**src/rtl/stcheck_pkg.sv**
```systemverilog
package stcheck_pkg;
  typedef enum logic [1:0] {
    CK_WAIT    = 2'd0,
    CK_RELEASE = 2'd1,
    CK_FAULT   = 2'd2
  } ck_state_e;

  localparam int KIND_ADDR = 0;
  localparam int KIND_DATA = 1;
endpackage

```
**src/rtl/stcheck_fifo.sv**
```systemverilog
module stcheck_fifo #(
  parameter int W     = 96,
  parameter int DEPTH = 8,
  parameter int CNT_W = 4
) (
  input  logic             clk,
  input  logic             rst_n,
  input  logic             push,
  input  logic [W-1:0]     push_data,
  input  logic             pop,
  input  logic             flush,
  output logic [W-1:0]     head,
  output logic [CNT_W-1:0] fill,
  output logic             empty,
  output logic             full
);
  localparam int PTR_W = (DEPTH > 1) ? $clog2(DEPTH) : 1;

  logic [W-1:0]     slots [DEPTH];
  logic [PTR_W-1:0] wr_ptr, rd_ptr;
  logic [CNT_W-1:0] count;

  function automatic logic [PTR_W-1:0] bump(input logic [PTR_W-1:0] p);
    return (p == PTR_W'(DEPTH - 1)) ? '0 : p + 1'b1;
  endfunction

  always_ff @(posedge clk) begin
    if (!rst_n || flush) begin
      wr_ptr <= '0;
      rd_ptr <= '0;
      count  <= '0;
    end else begin
      if (push) wr_ptr <= bump(wr_ptr);
      if (pop)  rd_ptr <= bump(rd_ptr);
      case ({push, pop})
        2'b10:   count <= count + 1'b1;
        2'b01:   count <= count - 1'b1;
        default: count <= count;
      endcase
    end
  end

  always_ff @(posedge clk) begin
    if (push) slots[wr_ptr] <= push_data;
  end

  assign head  = slots[rd_ptr];
  assign fill  = count;
  assign empty = (count == '0);
  assign full  = (count == CNT_W'(DEPTH));
endmodule

```
**src/rtl/stcheck_cmp.sv**
```systemverilog
module stcheck_cmp #(
  parameter int ADDR_W = 32,
  parameter int DATA_W = 64,
  parameter int LANE_W = 16
) (
  input  logic [ADDR_W-1:0] addr_ref,
  input  logic [ADDR_W-1:0] addr_obs,
  input  logic [DATA_W-1:0] data_ref,
  input  logic [DATA_W-1:0] data_obs,
  output logic              addr_eq,
  output logic              data_eq
);
  localparam int LANES = (DATA_W + LANE_W - 1) / LANE_W;
  localparam int PAD_W = LANES * LANE_W;

  logic [PAD_W-1:0] ref_pad, obs_pad;
  logic [LANES-1:0] lane_eq;

  assign ref_pad = PAD_W'(data_ref);
  assign obs_pad = PAD_W'(data_obs);

  for (genvar i = 0; i < LANES; i++) begin : g_lane
    assign lane_eq[i] = (ref_pad[i*LANE_W +: LANE_W] == obs_pad[i*LANE_W +: LANE_W]);
  end

  assign data_eq = &lane_eq;
  assign addr_eq = (addr_ref == addr_obs);
endmodule

```
**src/rtl/stcheck_ctrl.sv**
```systemverilog
module stcheck_ctrl
  import stcheck_pkg::*;
(
  input  logic       clk,
  input  logic       rst_n,
  input  logic       head_valid,
  input  logic       addr_eq,
  input  logic       data_eq,
  input  logic       trail_valid,
  input  logic       mem_ready,
  input  logic       fault_clr,
  output logic       trail_ready,
  output logic       mem_valid,
  output logic       pop,
  output logic       flush,
  output logic       fault,
  output logic [1:0] fault_kind
);
  ck_state_e  state, state_nx;
  logic [1:0] kind_q, kind_nx;

  always_comb begin
    state_nx = state;
    kind_nx  = kind_q;
    case (state)
      CK_WAIT: begin
        if (trail_valid && head_valid) begin
          if (addr_eq && data_eq) begin
            state_nx = CK_RELEASE;
          end else begin
            state_nx = CK_FAULT;
            kind_nx[KIND_ADDR] = !addr_eq;
            kind_nx[KIND_DATA] = !data_eq;
          end
        end
      end
      CK_RELEASE: begin
        if (mem_ready) state_nx = CK_WAIT;
      end
      CK_FAULT: begin
        if (fault_clr) begin
          state_nx = CK_WAIT;
          kind_nx  = '0;
        end
      end
      default: begin
        state_nx = CK_WAIT;
        kind_nx  = '0;
      end
    endcase
  end

  always_ff @(posedge clk) begin
    if (!rst_n) begin
      state  <= CK_WAIT;
      kind_q <= '0;
    end else begin
      state  <= state_nx;
      kind_q <= kind_nx;
    end
  end

  assign trail_ready = (state == CK_WAIT) && head_valid;
  assign mem_valid   = (state == CK_RELEASE);
  assign pop         = mem_valid && mem_ready;
  assign fault       = (state == CK_FAULT);
  assign flush       = fault && fault_clr;
  assign fault_kind  = kind_q;
endmodule

```
**src/rtl/stcheck_buf.sv**
```systemverilog
module stcheck_buf #(
  parameter int ADDR_W = 32,
  parameter int DATA_W = 64,
  parameter int DEPTH  = 8,
  parameter int LANE_W = 16
) (
  input  logic              clk,
  input  logic              rst_n,
  input  logic              lead_valid,
  output logic              lead_ready,
  input  logic [ADDR_W-1:0] lead_addr,
  input  logic [DATA_W-1:0] lead_data,
  input  logic              trail_valid,
  output logic              trail_ready,
  input  logic [ADDR_W-1:0] trail_addr,
  input  logic [DATA_W-1:0] trail_data,
  output logic              mem_valid,
  input  logic              mem_ready,
  output logic [ADDR_W-1:0] mem_addr,
  output logic [DATA_W-1:0] mem_data,
  output logic              fault,
  output logic [1:0]        fault_kind,
  input  logic              fault_clr
);
  localparam int ENTRY_W = ADDR_W + DATA_W;
  localparam int CNT_W   = $clog2(DEPTH + 1);

  logic [ENTRY_W-1:0] head;
  logic [CNT_W-1:0]   fill;
  logic               empty, full, push, pop, flush;
  logic               addr_eq, data_eq;
  logic [ADDR_W-1:0]  head_addr;
  logic [DATA_W-1:0]  head_data;

  assign lead_ready = !full && !flush;
  assign push       = lead_valid && lead_ready;
  assign head_addr  = head[ENTRY_W-1 -: ADDR_W];
  assign head_data  = head[DATA_W-1:0];

  stcheck_fifo #(.W(ENTRY_W), .DEPTH(DEPTH), .CNT_W(CNT_W)) i_fifo (
    .clk(clk), .rst_n(rst_n), .push(push), .push_data({lead_addr, lead_data}),
    .pop(pop), .flush(flush), .head(head), .fill(fill), .empty(empty), .full(full)
  );

  stcheck_cmp #(.ADDR_W(ADDR_W), .DATA_W(DATA_W), .LANE_W(LANE_W)) i_cmp (
    .addr_ref(head_addr), .addr_obs(trail_addr),
    .data_ref(head_data), .data_obs(trail_data),
    .addr_eq(addr_eq), .data_eq(data_eq)
  );

  stcheck_ctrl i_ctrl (
    .clk(clk), .rst_n(rst_n), .head_valid(!empty), .addr_eq(addr_eq), .data_eq(data_eq),
    .trail_valid(trail_valid), .mem_ready(mem_ready), .fault_clr(fault_clr),
    .trail_ready(trail_ready), .mem_valid(mem_valid), .pop(pop), .flush(flush),
    .fault(fault), .fault_kind(fault_kind)
  );

  assign mem_addr = head_addr;
  assign mem_data = head_data;
endmodule

```
**config.mk**
```make
export PLATFORM = sky130hd
export DESIGN_NAME = stcheck_buf
export DESIGN_NICKNAME = d
export VERILOG_FILES = /design/src/rtl/stcheck_pkg.sv /design/src/rtl/stcheck_fifo.sv /design/src/rtl/stcheck_cmp.sv /design/src/rtl/stcheck_ctrl.sv /design/src/rtl/stcheck_buf.sv
export SDC_FILE = /design/constraint.sdc
export NUM_CORES = 1
export LEC_CHECK = 0
export ABC_AREA = 0
export BUFFER_PORTS_ARGS = -buffer_cell sky130_fd_sc_hd__buf_2
export CAP_MARGIN = 10
export CORE_UTILIZATION = 45
export DETAILED_ROUTE_END_ITERATION = 7
export GPL_ROUTABILITY_DRIVEN = 0
export PLACE_DENSITY = 0.64
export SYNTH_ARGS = -nofsm -noshare
export SYNTH_HDL_FRONTEND = slang
export SYNTH_SLANG_ARGS = --single-unit
```
**constraint.sdc**
```tcl
create_clock -name clk -period 18.95 [get_ports clk]
set_input_delay 1.895 -clock clk [delete_from_list [all_inputs] [get_ports clk]]
set_output_delay 1.895 -clock clk [all_outputs]
set_load 0.02 [all_outputs]
```
# Word-level counts from Yosys, hierarchy flattened
# Memories as Yosys holds them, arrays and structs flattened. A register that Yosys moved wholly into a read port is not among the register bits.
# Index checks and enable logic that the tools add are counted.
[word_totals]
n_memories = 1
ram_bits = 768
output_inout_bits = 102
elab_cells = 62
inputBits = 198
register_bits = 14
[classes]
n_reduce_logical = 20
n_addsub = 4
n_bitwise = 1
mux = 15
n_eq_ne = 16
[memory_table]
columns = ["name", "words", "width", "rd", "rd_ports_with_merged_regs", "write_ports", "line_no", "source"]
rows = [
  ["i_fifo.slots", 8, 96, 1, 1, 1, "stcheck_fifo.sv:19", "logic [W-1:0] slots [DEPTH];"],
]
[op_table]
columns = ["op", "n"]
rows = [
  ["$eq A16 B16 Y1", 4],
  ["$eq A32 B32 Y1", 1],
  ["$mux W2", 6],
  ["$mux W3", 4],
  ["$pmux W2 S3", 2],
  ["$pmux W4 S2", 1],
  ["$reduce_and A4 Y1", 2],
  ["$logic_and A1 B1 Y1", 7],
  ["$add A3 B1 Y3 const B", 2],
  ["$eq A3 B3 Y1 const B", 2],
  ["$logic_not A1 Y1", 6],
  ["$ne A2 B2 Y1 const B", 3],
  ["$add A4 B1 Y4 const B", 1],
  ["$eq A2 B1 Y1 const B", 2],
  ["$eq A2 B2 Y1 const B", 2],
  ["$eq A4 B4 Y1 const B", 1],
  ["$logic_not A4 Y1", 1],
  ["$sub A4 B1 Y4 const B", 1],
  ["$reduce_and A3 Y1", 1],
  ["$logic_not A2 Y1", 1],
  ["$mux W1", 2],
  ["$ne A2 B1 Y1 const B", 1],
  ["$reduce_bool A2 Y1", 1],
  ["$logic_or A1 B1 Y1", 1],
  ["$not A1 Y1", 1],
]

# Depth between registers and ports, before layout
[depth]
ltp_word = 7
ltp_mapped = 14
mapped_depth_nobuf = 10

# Hierarchy
# From an unflattened synthesis, not the netlist that was laid out.
[hier_totals]
cells_unflattened = 1346
area_unflattened_um2 = 30812.1
[by_module_without_submodules]
columns = ["mod", "cells_per_inst", "area_each_um2", "n_inst", "seq_area_each_um2"]
rows = [
  ["stcheck_fifo", 1188, 29493.3, 1, 23322.4],
  ["stcheck_cmp", 128, 1044.8, 1, 0.0],
  ["stcheck_ctrl", 27, 254.0, 1, 80.1],
  ["stcheck_buf", 3, 20.0, 1, 0.0],
]

# Worst setup path after synthesis
# No wires, ideal clock.
[synth_timing]
path_type = "input -> register"
from = "input port fault_clr"
to = "memory i_fifo.slots[0][0], enable pin"
setup_ns = 0.790
arrival_time_ns = 11.845
required_time_ns = 18.160
path_buffers = 0
setup_slack_ns = 6.315
path_stages = 3
cell_sequence = "a22oi_1 > nand2_1 > nor4_1"
[synth_via]
elab_chain_len = 6
[synth_rtl]
columns = ["element", "line_no", "source"]
rows = [
  ["start, declared", "stcheck_buf.sv:23", "input logic fault_clr"],
  ["$logic_and A1 B1 Y1", "stcheck_ctrl.sv:67", "assign flush = fault && fault_clr;"],
  ["$logic_not A1 Y1", "stcheck_buf.sv:35", "assign lead_ready = !full && !flush;"],
  ["$logic_and A1 B1 Y1", "stcheck_buf.sv:35", ""],
  ["$logic_and A1 B1 Y1", "stcheck_buf.sv:36", "assign push = lead_valid && lead_ready;"],
  ["$mux W1", "stcheck_fifo.sv:44", "if (push) slots[wr_ptr] <= push_data;"],
  ["$mux W1 (implied by the code)", "stcheck_fifo.sv:44", ""],
  ["end, declared", "stcheck_fifo.sv:19", ""],
]
# No other way between the ends.

==> flow_summary_export.csv <==
group,metric,value,unit
run_status,outcome,"finished clean",
route,wl,72600,µm
yosys,synth-main-ff-cell,"edfxtp_1",
final_layout,finalNonFillerCells,2802,
route,antenna_left,0,
yosys,synth_xor_area_share,2.76,%
route,drc,0,
global_routing,grt_antenna_before_repair,19,
critical_path,crit_arrival,4.88,ns
global_routing,grt_pass1_wl,106000,µm
final_layout,mostFrequentLayoutCells,"edfxtp_1 (768), buf_2 (299), mux4_2 (117)",
floorplan,io_pins,300,
route,drtIter0Drc,1182,
sta,finalCriticalPeriod,6.78,ns
sta,slew_headroom,21.7,%
yosys,synth_top_family_by_area,"multiplexers",
yosys,postSynthCellCount,1510,
yosys,yosys.area_share.simple,2.63,%
critical_path,crit_chain,"buf_4, buf_4, buf_4, mux4_2, nor2_1, a221oi_1, buf_2",
yosys,netlist_area,31100,µm²
yosys,synth_cell_type_count,56,
sta,rsz0062_at_grt,"false",
sta,tns,0,ns
power_and_ir_drop,total_power,3780,µW
cts,cts_tree,"done",
cts,clock_path_buffers,3,
yosys,ys_async_sr_fraction,0,%
final_layout,area_growth,16.7,%
flow_run,maxCapViolations,0,
global_routing,grt_usage,20.9,%
yosys,synthAdderAreaFrac,0.346,%
floorplan,core,67800,µm²
floorplan,fp.dieH,265,µm
cts,cts_resized,0,
critical_path,critPathCaptureType,"primary output",
sta,setup_violations,0,
sta,tightest_slew,1.16,ns
sta,fin_crit_sh,35.8,%
cts,insertion_delay,0.61,ns
cts,clock_sinks,785,
cts,htree_num_levels,3,
yosys,synth_edf_count,768,
critical_path,cp-start-kind,"register",
power_and_ir_drop,leakage,0.0119,µW
cts,cts_buffers,81,
yosys,synth_fp_nets,1716,
floorplan,start_util,45.9,%
yosys,synth_mux_area_share,15.3,%
sta,fmax,148,MHz
yosys,yosysWarnings,0,
yosys,syn_area_per_cell,20.6,µm²
sta,hold_viol,0,
final_layout,drive_gt1_share,33.5,%
route,via_per_inst,5.58,
global_routing,met2_usage,34.9,%
global_routing,grt_max_degree,67,
floorplan,rows,95,
route,wire_per_inst,25.9,µm
final_layout,layout.nets,2066,
cts,post_cts_buffers,0,
cts,root_buffer,"clkbuf_16",
global_routing,use_met1,27.1,%
route,vias,15600,
critical_path,cp_slowest_stage_delay,0.92,ns
global_routing,grt_busiest_layer,"met2",
sta,clock_skew,0.0140,ns
floorplan,die_width,265,µm
final_layout,fillers,5332,
power_and_ir_drop,powerDensity,104,nW/µm²
placement,numPortBuffers,299,
yosys,yosysSeqAreaShare,75.3,%
min_path,min_path_type,"reg2reg",
route,firstDrtPassIters,5,
critical_path,cpMostUsedCell,"buf_4",
critical_path,critPathRequiredTime,17.06,ns
critical_path,cpMaxStageDelayCell,"buf_4",
global_routing,grt_pass1_vias,16200,
sta,maxSlewViolCount,0,
critical_path,worstSetupPathType,"reg2out",
critical_path,crit_fanout,66,
cts,postCtsHoldBufs,0,
final_layout,layout_commonest_cell,"edfxtp_1",
floorplan,die_area,70100,µm²
placement,dp_cells,2650,
cts,clk_pin_slew,0.06,ns
power_and_ir_drop,irDropWorstVdd,0.0000625,V
yosys,synth_compound_area_share,2.08,%
sta,whs,0.485,ns
global_routing,grtUsageMet3,5.15,%
yosys,ys_ff_latch,785,
placement,dpl.hpwl,43200,µm
global_routing,grt.overflow.total,0,
-- critical path, delay by kind of cell, from the launching register on --
family / cells / cell delay, ns
flip-flops: 1 / 0.56
AO/OA/AOI/OAI: 1 / 0.52
AND/OR/NAND/NOR: 1 / 0.05
buffers and inverters: 4 / 2.65
multiplexers: 1 / 0.37
-- worst paths after layout --
path	start	endpoint	slack [ns]	cells after the start
worst max-delay path	register	mem_data[31]	12.17	7
worst min register to register	i_fifo.rd_ptr[1]	register	0.49	2
worst min-delay path	i_fifo.rd_ptr[1]	register	0.49	2
worst max register to register	register	i_ctrl.fault_kind[1]	12.47	11
-- metrics by stage --
step	worst slack (ns)	util [%]	instance area, µm²
3_5_place_dp	12.45	49.5	33600
6_report	12.17	53.5	36200
3_3_place_gp	12.46	49.5	33500
4_1_cts	11.99	53.5	36200
2_1_floorplan	6.32	-	31100
5_1_grt	11.73	53.5	36200
-- cell usage after synthesis (all sizes together), types with 2 or more instances --
library cell	number	area (µm²)
a22oi	5	37.5
a221oi	30	269
nand2	60	225
a31oi	2	12.5
o21ai	3	15.0
dfxtp	17	340
a211oi	4	30.0
a21oi	10	50.1
mux2i	107	1080
nor3	10	50.1
mux2	53	601
and2	2	12.5
xor2	74	648
buf	60	427
nand3	2	10.0
a22o	15	131
nand2b	8	50.1
mux4	133	3060
inv	14	52.6
and4b	2	20.0
edfxtp	768	23100
o221ai	2	17.5
o22ai	4	25.0
ha	7	87.6
nand4	7	43.8
xnor2	24	210
nor2b	9	56.3
clkbuf	6	22.5
nor4	19	131
nor2	39	151
-- sequential cells by signal, indices dropped and copies added, names as in the netlist, named ones only --
name	flops
i_fifo.slots	768
i_fifo.fill	4
i_fifo.rd_ptr	3
i_fifo.wr_ptr	3
i_ctrl.fault_kind	2
i_ctrl.state	2
-- cell type report --
| cell class | count | area (µm²) | area share [%] |
|---|---|---|---|
| inverters | 14 | 52.6 | 0.145 |
| repair buffers | 333 | 1770 | 4.89 |
| multi-input cells | 645 | 7220 | 19.9 |
| flip-flops and latches | 785 | 23400 | 64.6 |
| well taps | 873 | 1090 | 3.01 |
| clock buffers | 104 | 2240 | 6.18 |
| clock inverters | 43 | 443 | 1.22 |
| diodes | 5 | 12.5 | 0.0345 |
-- logic make-up (layout without fill, tap and decap cells) --
kind of cell    count (synthesis)  after routing
flops                         785            785
mux                           293            293
simple gates                  165            165
xor+xnor                       98             98
compound gates                 81             81
buf+inv                        80            494
fa+ha+maj                       8              8
other cells                     0              5
-- per-layer routing --
metal  wire [µm]  up-vias  part of all wire, %
li1            -     6884                    -
met1       29900     8151                   41
met2       36100      453                   50
met3        4520      133                  6.2
met4        1890       24                  2.6
met5         147        -                 0.20
-- power breakdown --
part / internal (µW) / leakage [µW] / switching [µW]
Sequential: 1950 / 0.00711 / 10.0
Clock: 957 / 0.00131 / 643
Combinational: 74.1 / 0.00348 / 141
No activity file was read; power rests on OpenSTA's default activity.
